[config.mk]
export PLATFORM = sky130hd
export DESIGN_NAME = baud_rate_divider
export DESIGN_NICKNAME = d
export VERILOG_FILES = /design/src/rtl/baud_div_pkg.sv /design/src/rtl/baud_div_regs.sv /design/src/rtl/baud_down_counter.sv /design/src/rtl/baud_post_div.sv /design/src/rtl/baud_sclk_gen.sv /design/src/rtl/baud_rate_divider.sv
export SDC_FILE = /design/constraint.sdc
export NUM_CORES = 1
export LEC_CHECK = 0
export BUFFER_PORTS_ARGS = -buffer_cell sky130_fd_sc_hd__buf_2
export CORE_UTILIZATION = 24
export DETAILED_ROUTE_END_ITERATION = 7
export SETUP_SLACK_MARGIN = 0.2
export SYNTH_ARGS = -nofsm -noshare
export SYNTH_HDL_FRONTEND = slang
export SYNTH_SLANG_ARGS = --single-unit
export TNS_END_PERCENT = 30
[constraint.sdc]
create_clock -name clk -period 2.4 [get_ports clk]
set_input_delay 0.48 -clock clk [delete_from_list [all_inputs] [get_ports clk]]
set_output_delay 0.48 -clock clk [all_outputs]
set_load 0.005 [all_outputs]
[src/rtl/baud_div_pkg.sv]
package baud_div_pkg;
  localparam int PD_W = 4;

  typedef enum logic [1:0] {
    PD_NORMAL = 2'd0,
    PD_DOUBLE = 2'd1,
    PD_SYNC   = 2'd2
  } pd_mode_e;

  // Terminal phase of the transmit post-divider for each mode
  function automatic logic [PD_W-1:0] pd_last(input pd_mode_e m);
    case (m)
      PD_DOUBLE: pd_last = PD_W'(7);
      PD_SYNC:   pd_last = PD_W'(1);
      default:   pd_last = PD_W'(15);
    endcase
  endfunction
endpackage

[src/rtl/baud_div_regs.sv]
module baud_div_regs #(
  parameter int DIV_W  = 12,
  parameter int BYTE_W = 8
) (
  input  logic              clk,
  input  logic              rst_n,
  input  logic              lo_we,
  input  logic [BYTE_W-1:0] lo_data,
  input  logic              hi_we,
  input  logic [BYTE_W-1:0] hi_data,
  output logic [DIV_W-1:0]  div_q,
  output logic [DIV_W-1:0]  div_next
);
  localparam int HI_W = DIV_W - BYTE_W;

  logic [HI_W-1:0]   hi_q;
  logic [BYTE_W-1:0] lo_q;

  generate
    if (BYTE_W > HI_W) begin : g_spare
      logic unused_hi_bits;
      assign unused_hi_bits = ^hi_data[BYTE_W-1:HI_W];
    end
  endgenerate

  assign div_q = {hi_q, lo_q};

  always_comb begin
    div_next = {hi_we ? hi_data[HI_W-1:0] : hi_q,
                lo_we ? lo_data : lo_q};
  end

  always_ff @(posedge clk or negedge rst_n) begin
    if (!rst_n) begin
      hi_q <= '0;
      lo_q <= '0;
    end else begin
      if (hi_we) hi_q <= hi_data[HI_W-1:0];
      if (lo_we) lo_q <= lo_data;
    end
  end
endmodule

[src/rtl/baud_down_counter.sv]
module baud_down_counter #(
  parameter int DIV_W = 12
) (
  input  logic             clk,
  input  logic             rst_n,
  input  logic             force_load,
  input  logic [DIV_W-1:0] load_val,
  input  logic [DIV_W-1:0] reload_val,
  output logic [DIV_W-1:0] cnt_q,
  output logic             at_zero
);
  assign at_zero = (cnt_q == '0);

  always_ff @(posedge clk or negedge rst_n) begin
    if (!rst_n) begin
      cnt_q <= '0;
    end else if (force_load) begin
      cnt_q <= load_val;
    end else if (at_zero) begin
      cnt_q <= reload_val;
    end else begin
      cnt_q <= cnt_q - 1'b1;
    end
  end
endmodule

[src/rtl/baud_post_div.sv]
module baud_post_div
  import baud_div_pkg::*;
(
  input  logic     clk,
  input  logic     rst_n,
  input  logic     tick_in,
  input  pd_mode_e mode,
  output logic     bit_tick
);
  logic [PD_W-1:0] ph_q;
  logic [PD_W-1:0] last;
  logic            wrap;

  assign last     = pd_last(mode);
  assign wrap     = (ph_q >= last);
  assign bit_tick = tick_in & wrap;

  always_ff @(posedge clk or negedge rst_n) begin
    if (!rst_n) begin
      ph_q <= '0;
    end else if (tick_in) begin
      ph_q <= wrap ? '0 : ph_q + 1'b1;
    end
  end
endmodule

[src/rtl/baud_sclk_gen.sv]
module baud_sclk_gen (
  input  logic clk,
  input  logic rst_n,
  input  logic drive_en,
  input  logic tick_in,
  output logic sclk
);
  logic sclk_q;

  assign sclk = drive_en & sclk_q;

  always_ff @(posedge clk or negedge rst_n) begin
    if (!rst_n) begin
      sclk_q <= 1'b0;
    end else if (!drive_en) begin
      sclk_q <= 1'b0;
    end else if (tick_in) begin
      sclk_q <= ~sclk_q;
    end
  end
endmodule

[src/rtl/baud_rate_divider.sv]
module baud_rate_divider
  import baud_div_pkg::*;
#(
  parameter int DIV_W  = 12,
  parameter int BYTE_W = 8
) (
  input  logic              clk,
  input  logic              rst_n,
  input  logic              div_lo_we,
  input  logic [BYTE_W-1:0] div_lo_data,
  input  logic              div_hi_we,
  input  logic [BYTE_W-1:0] div_hi_data,
  input  logic              dbl_speed,
  input  logic              sync_mode,
  input  logic              sync_master,
  output logic              base_tick,
  output logic              bit_tick,
  output logic              sclk_out,
  output logic              sclk_oe
);
  logic [DIV_W-1:0] div_q;
  logic [DIV_W-1:0] div_next;
  logic [DIV_W-1:0] cnt_q;
  logic             at_zero;
  pd_mode_e         pd_mode;

  always_comb begin
    if (sync_mode)      pd_mode = PD_SYNC;
    else if (dbl_speed) pd_mode = PD_DOUBLE;
    else                pd_mode = PD_NORMAL;
  end

  assign base_tick = rst_n & at_zero;
  assign sclk_oe   = sync_mode & sync_master;

  baud_div_regs #(.DIV_W(DIV_W), .BYTE_W(BYTE_W)) u_regs (
    .clk      (clk),
    .rst_n    (rst_n),
    .lo_we    (div_lo_we),
    .lo_data  (div_lo_data),
    .hi_we    (div_hi_we),
    .hi_data  (div_hi_data),
    .div_q    (div_q),
    .div_next (div_next)
  );

  baud_down_counter #(.DIV_W(DIV_W)) u_cnt (
    .clk        (clk),
    .rst_n      (rst_n),
    .force_load (div_lo_we),
    .load_val   (div_next),
    .reload_val (div_q),
    .cnt_q      (cnt_q),
    .at_zero    (at_zero)
  );

  baud_post_div u_pdiv (
    .clk      (clk),
    .rst_n    (rst_n),
    .tick_in  (base_tick),
    .mode     (pd_mode),
    .bit_tick (bit_tick)
  );

  baud_sclk_gen u_sclk (
    .clk      (clk),
    .rst_n    (rst_n),
    .drive_en (sclk_oe),
    .tick_in  (base_tick),
    .sclk     (sclk_out)
  );
endmodule

==> impl_metrics.tcl <==
set metrics [dict create \
    cp-end-kind "output pin" \
    drc 0 \
    antenna_found_initial 0 \
    drtPass1Iterations 5 \
    max-cap-violations 0 \
    routedWlPerCell_um 12.1 \
    wl_met1_um 1600 \
    synth_flop_cell "dfrtp_1" \
    pwr-share-comb_pct 16.4 \
    syn_area_per_cell_um2 10.3 \
    swShare_pct 27.3 \
    hpwlAfterDp_um 2200 \
    p_leak_uw 0.000892 \
    fin_crit_sh_pct 88.1 \
    r2r-end "u_cnt.cnt_q[0]$_DFF_PN0_" \
    synth_edf_count 0 \
    min_path_type "in -> async" \
    dieArea_um2 7090 \
    grtUsageTotal_pct 10.0 \
    crit_type "in -> out" \
    max-slew-margin-rel_pct 59.7 \
    reg2reg_from "u_cnt.cnt_q[1]$_DFF_PN0_" \
    route.vias.total 1241 \
    period_minus_slack_ns 2.11 \
    irDropWorstVdd_v 0.000365 \
    critPathLaunchType "input pin" \
    ys_types 43 \
    slew_viol_final 0 \
    ys_ff_latch 29 \
    cp_data_arrival_time_ns 1.63 \
    gp_congestion 0.740 \
    path_max_fanout 5 \
    ys_warn_count 0 \
    status "completed" \
    fp.dieW_um 84.2 \
    fmax_mhz 473 \
    worstPathRequired_ns 1.92 \
    p_sw_uw 325 \
    cts_tree "built" \
    r2r_slack_ns 0.37 \
    final-hold-violation-count 0 \
    worst_pin_slew_ns 0.599 \
    synth-seq-area-share_pct 44.8 \
    cts_buffer_depth 2 \
    num_rows 29 \
    core-area_um2 6420 \
    area_growth_syn_to_layout_pct 19.5 \
    clkTransAtPathRegs_ns 0.06 \
    ff2ff_path_depth 7 \
    rsz0062_at_grt "false" \
    finalSetupViolations 0 \
    p_seq_share_pct 50.2 \
    cts-htree-levels 2 \
    initial_core_util_pct 25.2 \
    routed-wl-met3_um 109 \
    first_global_vias 1220 \
    highest_layer "met4" \
    drtIter0Drc 69 \
    power.internal_uw 864 \
    ios 27 \
    clk_latency_ns 0.27 \
    fin_nets 215 \
    cts_buffers 5 \
    p_total_uw 1190 \
    clock_skew_ns 0.00275 \
    cts_sinks 29 \
    cts-root-buf "clkbuf_8" \
    syn_area_um2 1620 \
    grt_pass1_wl_um 5620 \
    synth_nets 186 \
    n_antenna_cell 0 \
    die_h_um 84.2 \
    cellPowerDensity_nw_per_um2 613 \
    ys_async_sr_fraction_pct 100 \
    pwr-share-clk_pct 33.4 \
    antenna_left 0 \
    finalSetupTns_ns 0 \
    place.port_buffers 22 \
    netlist_instances 157 \
    viasPerCell 4.72 \
    drive_gt1_share_pct 29.0 \
    dr_wl_met2_um 1440 \
    drt_wl_total_um 3170 \
    grt_max_degree 33 \
    cts_hold_buf 0 \
    grt-ovfl-total 0 \
]
==> cell usage in the layout, fill, tap and decap left out, drive strengths merged, types with 2 or more instances in the layout <==
cell / count
or4: 2
mux2i: 5
o21ai: 14
o21a: 2
o31ai: 6
a21oi: 2
buf: 28
clkbuf: 7
ha: 6
nand3: 4
dfrtp: 29
nor2: 8
nor4: 3
mux2: 7
xnor2: 2
nor3: 9
o41a: 2
nand4: 2
and3: 2
nand2: 16
and2: 3
o31a: 2
inv: 11
==> worst max-delay path: stages <==
cell	delay (ns)
buf_2	0.12
or2_2	0.32
ha_4	0.28
nand2_1	0.04
o21a_1	0.18
nor2_1	0.10
buf_2	0.12
==> worst max path at each step <==
stage                                         from       end  slack, ns
after floorplan                          sync_mode  bit_tick       0.50
after global placement                   sync_mode  bit_tick       0.20
after detailed placement                 sync_mode  bit_tick       0.17
after CTS                 u_cnt.cnt_q[0]$_DFF_PN0_  bit_tick       0.28
after global routing      u_cnt.cnt_q[1]$_DFF_PN0_  bit_tick       0.20
final                                    sync_mode  bit_tick       0.29
==> what timing repair did <==
action / 4_1_cts / 5_1_grt
endpoints found under the setup margin: 1 / 1
resized for setup: 0 / 2
pin swaps: 0 / 2
hold endpoints to repair: 0 / 0
buffers inserted: 2 / 1
==> kinds of logic (layout without fill, tap and decap cells) <==
group                      after synthesis  after routing  synth area share, %
AOI/OAI and AO/OA                       35             35                 15.3
xor gates and xnor gates                 3              3                 1.62
adders and majority gates                6              6                 4.63
buffers and inverters                   17             46                 4.86
DFF                                     29             29                 44.8
muxes                                   12             12                 7.95
and+or+nand+nor                         55             55                 20.9
==> cell type report <==
cell class              instances  area (um^2)
repair buffers                 28          155
well taps                      77         96.3
multi-input cells             111          833
clock buffers                   7         86.3
fillers                       660         4480
flip-flops and latches         29          726
inverters                      11         41.3
==> synthesized netlist by cell type, types with 2 or more instances <==
library cell | n | area [um^2]
mux2_2 | 7 | 78.8
o41a_1 | 2 | 22.5
nand2_1 | 16 | 60.1
o21ai_0 | 14 | 70.1
clkbuf_1 | 4 | 15.0
buf_6 | 2 | 22.5
nor4_1 | 2 | 12.5
o31ai_1 | 6 | 45.0
nor3_1 | 7 | 35.0
ha_1 | 6 | 75.1
nand3_1 | 3 | 15.0
a21oi_1 | 2 | 10.0
dfrtp_1 | 29 | 726
inv_1 | 11 | 41.3
nor2_1 | 8 | 30.0
nor3_2 | 2 | 20.0
xnor2_1 | 2 | 17.5
and2_1 | 2 | 12.5
and3_1 | 2 | 12.5
mux2i_1 | 5 | 50.1
or4_4 | 2 | 22.5
o21a_1 | 2 | 15.0
==> routing by layer <==
metal	global-route usage (%)	up-vias
met5	0	-
met2	15.3	24
met1	13.5	587
met3	3.24	2
li1	-	628
met4	3.29	0
==> per-stage QoR <==
| step | instances | instance area [um^2] | setup WS, ns | hold slack, ns | util, % |
|---|---|---|---|---|---|
| 2_1_floorplan | 157 | 1620 | 0.501 | 0.184 | - |
| 3_3_place_gp | 253 | 1810 | 0.196 | 0.511 | 28.2 |
| 3_5_place_dp | 253 | 1810 | 0.165 | 0.517 | 28.2 |
| 4_1_cts | 262 | 1910 | 0.276 | 0.285 | 29.8 |
| 5_1_grt | 263 | 1940 | 0.202 | 0.295 | 30.2 |
| 6_report | 263 | 1940 | 0.287 | 0.268 | 30.2 |
==> state kept, by name, summed over array words and instances, names as in the netlist <==
signal and count:
u_pdiv.ph_q 4, u_regs.lo_q 8, u_sclk.sclk_q 1, u_regs.hi_q 4, u_cnt.cnt_q 12
==> power groups by stage <==
stage / logic, uW / clock network [uW] / registers (uW)
3_3_place_gp: 188 / 0 / 603
3_5_place_dp: 188 / 0 / 606
6_report: 195 / 397 / 597
4_1_cts: 192 / 411 / 597
2_1_floorplan: 149 / 0 / 588
5_1_grt: 224 / 439 / 605
No activity file was read; power rests on OpenSTA's default activity.
